===== src/rtl/ivt_pkg.sv =====
package ivt_pkg;
  localparam logic [1:0] ADDR_HI     = 2'd0;
  localparam logic [1:0] ADDR_LO     = 2'd1;
  localparam logic [1:0] ADDR_STATUS = 2'd2;
  localparam logic [1:0] ADDR_FLAG   = 2'd3;

  typedef struct packed {
    logic wrHi;
    logic wrLo;
    logic dec;
    logic reload;
  } ivtStrobe_t;
endpackage


===== src/rtl/ivt_ctrl.sv =====
module ivt_ctrl
  import ivt_pkg::*;
#(
  parameter int DIV = 2500,
  parameter int CW  = 16
) (
  input  logic          clk,
  input  logic          rstN,
  input  logic          timerEn,
  input  logic          wrEn,
  input  logic [1:0]    wrAddr,
  input  logic          wrBit0,
  input  logic [CW-1:0] count,
  output ivtStrobe_t    strobe,
  output logic          tick,
  output logic          flag
);
  localparam int PW = (DIV > 1) ? $clog2(DIV) : 1;
  localparam logic [CW-1:0] ONE = CW'(1);

  generate
    if (DIV > 1) begin : g_div
      logic [PW-1:0] preCnt;
      always_ff @(posedge clk) begin
        if (!rstN) preCnt <= '0;
        else if (preCnt == PW'(DIV - 1)) preCnt <= '0;
        else preCnt <= preCnt + 1'b1;
      end
      assign tick = (preCnt == PW'(DIV - 1));

      assert_tick_single_R11: assert property (@(posedge clk) disable iff (!rstN)
        tick |=> !tick);
    end else begin : g_nodiv
      assign tick = 1'b1;
    end
  endgenerate

  logic loWr, setEv, clrEv, run;

  always_comb begin
    loWr  = wrEn && (wrAddr == ADDR_LO);
    run   = tick && timerEn && !loWr;
    setEv = run && (count == ONE);
    clrEv = wrEn && ((wrAddr == ADDR_STATUS) || ((wrAddr == ADDR_FLAG) && !wrBit0));
    strobe.wrHi   = wrEn && (wrAddr == ADDR_HI);
    strobe.wrLo   = loWr;
    strobe.dec    = run && (count != '0);
    strobe.reload = run && (count == '0);
  end

  always_ff @(posedge clk) begin
    if (!rstN) flag <= 1'b0;
    else if (setEv) flag <= 1'b1;
    else if (clrEv) flag <= 1'b0;
  end

  assert_flag_set_R5: assert property (@(posedge clk) disable iff (!rstN)
    (tick && timerEn && !loWr && count == ONE) |=> flag);
  assert_set_wins_R10: assert property (@(posedge clk) disable iff (!rstN)
    (setEv && clrEv) |=> flag);
  assert_status_clear_R8: assert property (@(posedge clk) disable iff (!rstN)
    (wrEn && wrAddr == ADDR_STATUS && !setEv) |=> !flag);
endmodule


===== src/rtl/ivt_datapath.sv =====
module ivt_datapath
  import ivt_pkg::*;
#(
  parameter int BW = 8
) (
  input  logic            clk,
  input  logic            rstN,
  input  ivtStrobe_t      strobe,
  input  logic [BW-1:0]   wrData,
  output logic [2*BW-1:0] count
);
  localparam int CW = 2 * BW;

  logic [BW-1:0] baseHi, baseLo;

  always_ff @(posedge clk) begin
    if (!rstN) begin
      baseHi <= '0;
      baseLo <= '0;
      count  <= '0;
    end else begin
      if (strobe.wrHi) baseHi <= wrData;
      if (strobe.wrLo) baseLo <= wrData;
      if (strobe.wrLo)        count <= {baseHi, wrData};
      else if (strobe.reload) count <= {baseHi, baseLo};
      else if (strobe.dec)    count <= count - CW'(1);
    end
  end

  assert_dec_step_R4: assert property (@(posedge clk) disable iff (!rstN)
    (strobe.dec && !strobe.wrLo) |=> (count == $past(count) - CW'(1)));
endmodule


===== src/rtl/interval_timer.sv =====
module interval_timer
  import ivt_pkg::*;
#(
  parameter int BYTE_W = 8,
  parameter int DIV    = 2500
) (
  input  logic                clk,
  input  logic                rstN,
  input  logic                timerEn,
  input  logic                wrEn,
  input  logic [1:0]          wrAddr,
  input  logic [BYTE_W-1:0]   wrData,
  output logic                tick,
  output logic [2*BYTE_W-1:0] curCount,
  output logic                timerFlag
);
  localparam int CW = 2 * BYTE_W;

  ivtStrobe_t strobe;

  ivt_ctrl #(.DIV(DIV), .CW(CW)) u_ctrl (
    .clk(clk), .rstN(rstN), .timerEn(timerEn), .wrEn(wrEn), .wrAddr(wrAddr),
    .wrBit0(wrData[0]), .count(curCount), .strobe(strobe), .tick(tick),
    .flag(timerFlag)
  );

  ivt_datapath #(.BW(BYTE_W)) u_dp (
    .clk(clk), .rstN(rstN), .strobe(strobe), .wrData(wrData), .count(curCount)
  );

  assert_hold_disabled_R2: assert property (@(posedge clk) disable iff (!rstN)
    (!timerEn && !(wrEn && wrAddr == ADDR_LO)) |=> $stable(curCount));
  assert_low_load_R3: assert property (@(posedge clk) disable iff (!rstN)
    (wrEn && wrAddr == ADDR_LO) |=> (curCount[BYTE_W-1:0] == $past(wrData)));
endmodule


===== config.mk =====
export PLATFORM = sky130hd
export DESIGN_NAME = interval_timer
export DESIGN_NICKNAME = d
export VERILOG_FILES = /design/src/rtl/ivt_pkg.sv /design/src/rtl/ivt_ctrl.sv /design/src/rtl/ivt_datapath.sv /design/src/rtl/interval_timer.sv
export SDC_FILE = /design/constraint.sdc
export NUM_CORES = 1
export LEC_CHECK = 0
export BUFFER_PORTS_ARGS = -buffer_cell sky130_fd_sc_hd__buf_2
export CORE_MARGIN = 2
export CORE_UTILIZATION = 57
export DETAILED_ROUTE_END_ITERATION = 10
export PLACE_DENSITY = 0.79
export SYNTH_ARGS = -nofsm -noshare
export SYNTH_HDL_FRONTEND = slang
export SYNTH_SLANG_ARGS = --single-unit

===== constraint.sdc =====
create_clock -name clk -period 2.2 [get_ports clk]
set_input_delay 0 -clock clk [delete_from_list [all_inputs] [get_ports clk]]
set_output_delay 0 -clock clk [all_outputs]
set_load 0.02 [all_outputs]

# ---- Word-level counts from Yosys, hierarchy flattened
# Index checks and enable logic that the tools add are counted.
dict set report totals {
  reg_bits 45
  latch_bits 0
  mem_bits_rw 0
  rom_bits 0
  out_inout_bits 18
  elab_cells 36
  memories 0
}
dict set report classes {
  n_addsub 2
  n_mul 0
  div 0
  magnitude_cmp 0
  eq_ne 5
  n_shift 0
  muxes 5
  n_bitwise 1
  n_reduce_logical 18
}
# cell n
set ops {}
lappend ops {{16-bit two-way mux} 3}
lappend ops {{16-bit by 1-bit equality test with 1-bit output, second input constant} 1}
lappend ops {{16-bit zero test} 1}
lappend ops {{16-bit nonzero test} 1}
lappend ops {{16-bit by 1-bit subtractor with 16-bit output, second input constant} 1}
lappend ops {{12-bit by 1-bit adder with 12-bit output, second input constant} 1}
lappend ops {{12-bit equality test, second input constant} 1}
lappend ops {{1-bit logical AND} 9}
lappend ops {{2-bit equality test, second input constant} 2}
lappend ops {{3-bit nonzero test} 1}
lappend ops {{2-bit by 1-bit equality test with 1-bit output, second input constant} 1}
lappend ops {{1-bit zero test} 2}
lappend ops {{2-bit zero test} 1}
lappend ops {{1-bit two-way mux} 2}
lappend ops {{2-bit nonzero test} 1}
lappend ops {{2-bit OR reduction} 1}
lappend ops {{1-bit logical OR} 1}
lappend ops {{1-bit NOT} 1}

# ---- Depth between registers and ports, before layout
dict set report logic_depth {
  word_depth 8
  mapped_depth 9
  mapped_depth_nobuf 7
}

# ---- Modules after synthesis
# A second synthesis with hierarchy kept.
dict set report hier_totals {
  hier_cells 262
  hier_area_um2 2253.4
}
# mod n_inst cells_per_inst area_each_um2
set by_module_without_submodules {}
lappend by_module_without_submodules {ivt_datapath 1 180 1554.0}
lappend by_module_without_submodules {ivt_ctrl 1 82 699.4}

# ---- Least setup slack after synthesis
# OpenSTA, ideal clock, no wires.
dict set report synth_timing {
  kind {register to register}
  startpoint {reg u_dp.count[0]}
  endpoint {reg u_dp.count[10]}
  setup_ns 0.074
  t_arrival_ns 2.107
  required_time_ns 2.126
  slack_ns 0.018
  stages_incl_launch_ff 10
  n_path_buf 3
  cell_sequence {dfxtp_1 inv_1 ha_1 clkbuf_1 and4_4 buf_6 and3_1 buf_6 or4_1 a31oi_1}
}
dict set report synth_between {
  elab_chain_len 4
}
# item line
set synth_lines {}
lappend synth_lines {{start, declared} ivt_datapath.sv:10} ;# output logic [2*BW-1:0] count
lappend synth_lines {{start signal, assigned} ivt_datapath.sv:24} ;# if (strobe.wrLo) count <= {baseHi, wrData};
lappend synth_lines {{start signal, assigned} ivt_datapath.sv:25} ;# else if (strobe.reload) count <= {baseHi, baseLo};
lappend synth_lines {{start signal, assigned} ivt_datapath.sv:26} ;# else if (strobe.dec) count <= count - CW'(1);
lappend synth_lines {{16-bit by 1-bit subtractor with 16-bit output / 16-bit zero test (equally long branches)} {ivt_datapath.sv:26, ivt_ctrl.sv:48}}
lappend synth_lines {{16-bit two-way mux / 1-bit logical AND (equally long branches)} {ivt_datapath.sv:26, ivt_ctrl.sv:48}}
lappend synth_lines {{16-bit two-way mux} ivt_datapath.sv:25}
lappend synth_lines {{16-bit two-way mux} ivt_datapath.sv:24}
# Several ways; a longest one is shown, not always the timed one. The select of a mux whose other input is x is not followed.
# A chain may end at the register's enable or synchronous reset.

# ---- Worst setup path in the final report
dict set report layout_timing {
  startpoint {reg u_dp.count[12]}
  endpoint {reg u_dp.count[5]}
}
dict set report layout_between {
  elab_chain_len 4
}
# item line
set layout_lines {}
lappend layout_lines {{16-bit zero test} ivt_ctrl.sv:48} ;# strobe.reload = run && (count == '0);
lappend layout_lines {{1-bit logical AND} ivt_ctrl.sv:48}
lappend layout_lines {{16-bit two-way mux} ivt_datapath.sv:25}
lappend layout_lines {{16-bit two-way mux} ivt_datapath.sv:24}
# Several ways; a longest one is shown, not always the timed one.

==> results.md <==
- The flow ran to the end, and the final reports show no timing, DRC or antenna violations.
- The clock-pin slew on the worst setup and hold paths is 0.08 ns.
- Setup violations remaining at the end of the flow were counted as 0.
- The number of synthesized flops with an enable pin is 0.
- The worst setup path is launched from a flip-flop.
- The area share of the leading cell type in the synthesized netlist is 39.0%.
- The power density of the placed cells is 650 nW/um^2.
- The post-synthesis sequential element count is 45.
- The critical path in this run is classified as flip-flop to flip-flop.
- The endpoint required time on the critical path is 2.42 ns.
- The clock period could shrink to 2.00 ns.
- The class of the tightest hold or removal check is primary input to flip-flop.
- Measured against its own limit, the worst slew margin works out to 52.0%.
- In this run the power spent charging and discharging nets is 450 uW.
- The number of distinct library cells after synthesis is 51.
- The count of standard-cell rows is 23.
- Across the whole layout, storage elements account for 901 um^2.
- Of the available clock period, the critical path in the final layout requires 91.0%.
- The largest net degree at the start of global routing is 27.
- The final count of hold timing violations is 0.
- The overall global routing resource usage is 29.9%.
- For this run, asynchronously set or reset flops after synthesis account for 0%.
- The first TritonRoute pass finished after 5 iterations.
- The finished cells cover 2720 um^2.
- TritonCTS created 5 clock buffers.
- The post-placement cell count is 354.
- Dividing the detail-routed wire length by the instance count gives 16.7 um.
- The top-level port count is 32.
- In this design, the largest share of critical-path delay is due to simple AND/OR/NAND/NOR gates.
- The H-tree depth is 2.
- Measured along the x axis, the die boundary spans 67.7 um.
- The number of input and output port buffers inserted is 31.
- Sorting the synthesized cells by how often they occur yields dfxtp_1 (45), nand2_1 (39), nor2_1 (29).
- The net count of the finished layout is 336.
- Hold is met by 0.101 ns.
- The weighted congestion reported at the end of routability-driven placement is 0.924.
- Based on the critical path, the design can be clocked at up to 500 MHz.
- The buffer levels on the longest clock path is 2.
- Once layout is complete, the cells apart from fillers number 370.
- Net switching is 25.5% of the power.
- The detail route stage leaves a number of antenna-violating nets equal to 0.
- The total overflow left after global routing is 0.
- Of the synthesized area, sequential elements account for 39.0%.
- The synthesized area is 2310 um^2.
- The detailed-route vias per instance is 6.28.
- The layout has 333 filler cells.
- The final sum of negative setup slack is 0 ns.
- The total power draw is 1.77 mW.
- In this run, flip-flops and latches consume 49.0% of the power.
- The number of antenna violations at the first check in global routing is 0.
- TritonCTS built the clock tree.
- Traced cell by cell, the critical path runs through or2_2 > nor4_4 > and3_2 > mux2_2 > a21oi_1.
- Setup repair after global routing left no endpoint under its margin.
- The clock reaches the later pin of the worst-skew pair after 0.30 ns.
- The highest net fanout along the worst path is 9.
- The post-synth net total is 297.
- In the routed design, unresolved DRC markers number 0.
- For the worst setup path, the data arrival time is 2.22 ns.
- The number of buffers and inverters on the critical path is 0.
- Across the VDD grid, the largest voltage drop is 0.000381 V.
- The measured slew at the worst slew-check pin is 0.719 ns.
- Between clock sinks in the finished design, the worst skew comes to 0.00600 ns.
- The via count of the first global-routing pass is 2,160.
- The first-pass GRT wire length is 10.3 mm.
- Summed over all instances, the cell type with the most area after synthesis is dfxtp_1.
- The area growth from synthesis to layout is 17.6%.
- The count of antenna diodes in the layout is 0.
- Measured along the y axis, the die boundary spans 67.7 um.
- In the post-synthesis netlist, the biggest area contributors are dfxtp_1 (39%), nand2_1 (6.3%), nor2_1 (4.7%), a21oi_1 (4.5%), mux2i_1 (3.9%).
- Across all layers, the routed design uses 2,325 vias.
- Once the clock tree was built, the setup fixing pass inserted 0 buffers.
- The mean post-synth cell area is 8.26 um^2.
- The die covers 4580 um^2.
- The static power due to leakage is 1.08 nW.
- Cells with a size suffix above 1 make up 18.8% of the layout.
- The endpoint class of the critical path is a flip-flop.
- The combinational fraction of design power is 14.8%.
- The library cell with the highest instance count after synthesis is dfxtp_1.
- The detailed router finished its first iteration with 172 violations.
- The slowest library cell on the worst path is and3_2.
- The number of synthesis warnings is 0.
- The cell count after synthesis is 280.
- The dominant synthesized flop cell is dfxtp_1.
- The clock share of power is 36.1%.
- For this configuration, the core starts out at a cell density of 58.6%.
- The worst stage delay on the critical path is 0.37 ns.
- The number of pins exceeding their max-slew limit in the final report came to 0.
- The internal portion of the total power is 1.32 mW.
- The total placed instance area is 2520 um^2.
- The multi-input combinational cells in the finished layout cover a total of 1310 um^2.
- The CTS sink count is 45.
- The area inside the core boundary is 3940 um^2.
- The max-cap check violation count is 0.
- The tree is rooted in a clkbuf_8.
- Wires add up to 6.17 mm.
- Detailed placement finished with a half-perimeter wire length of 4.37 mm.
## worst min-delay path, stage by stage
cell     delay, ns
buf_2         0.11
nand3_1       0.09
nand2_1       0.08
a21oi_1       0.06
## final timing paths
kind / from / end / slack [ns] / cells past startpoint
setup / recovery: u_dp.count[12] / u_dp.count[5] / 0.20 / 5
hold / removal: wrAddr[1] / u_ctrl.flag / 0.10 / 4
setup reg to reg: u_dp.count[12] / u_dp.count[5] / 0.20 / 5
hold reg to reg: u_ctrl.g_div.preCnt[0] / u_ctrl.g_div.preCnt[0] / 0.46 / 1
## per-layer routing
metal	up-vias	GRT usage [%]	routed length (um)
li1	1095	-	-
met1	1097	40.4	2670
met3	22	5.83	521
met4	0	13.0	162
met2	111	46.1	2810
met5	-	0	0
## state kept, by name (all words and copies together), names as in the netlist
register and flops:
u_ctrl.g_div.preCnt 12, u_dp.baseLo 8, u_dp.baseHi 8, u_dp.count 16, u_ctrl.flag 1
## logic make-up after synthesis
family                   share of synthesized area (%)
adder cells (fa/ha/maj)                           1.62
AND/OR/NAND/NOR                                   28.6
XOR/XNOR                                          4.92
buffers and inverters                             4.60
AO/OA/AOI/OAI                                     16.4
flip-flops                                        39.0
multiplexers                                      4.87
## placed cells by master (no fill, tap or decap), types with 3 or more instances in the layout
| cell type | n |
|---|---|
| a21oi_1 | 21 |
| a31oi_1 | 10 |
| and3_1 | 7 |
| and4_1 | 3 |
| buf_2 | 31 |
| buf_4 | 10 |
| clkbuf_8 | 6 |
| dfxtp_1 | 45 |
| dlygate4sd3_1 | 8 |
| ha_1 | 3 |
| inv_1 | 5 |
| mux2i_1 | 9 |
| nand2_1 | 39 |
| nand3_1 | 8 |
| nand4_1 | 11 |
| nor2_1 | 29 |
| nor3_1 | 6 |
| o21ai_0 | 13 |
| xnor2_1 | 4 |
| xor2_1 | 9 |
## area by class of cell
type | count | area share [%]
tap | 50 | 2.30
multi-input combinational | 212 | 48.0
clock inverter | 1 | 1.10
inverter | 6 | 0.828
timing repair buffer | 49 | 11.4
clock buffer | 7 | 3.18
sequential | 45 | 33.1
## power groups by stage
stage | clock network (mW) | logic, mW | registers [mW]
after global routing | 0.672 | 0.287 | 0.871
final | 0.639 | 0.262 | 0.866
after global placement | 0 | 0.240 | 0.883
after floorplan | 0 | 0.158 | 0.891
after detailed placement | 0 | 0.244 | 0.885
after CTS | 0.650 | 0.258 | 0.866
## what timing repair did
action,CTS,global route
setup endpoints to repair,0,1
hold buffers,8,0
hold endpoints to repair,10,0
resized for setup,0,1
## stage by stage
step                utilization, %  setup WS [ns]
finish                        69.0          0.198
detailed placement            63.9          0.115
global placement              63.9          0.203
global route                  69.0         0.0408
floorplan                        -         0.0183
CTS                           68.9         0.0697
Power figures use the tool's default switching activity.
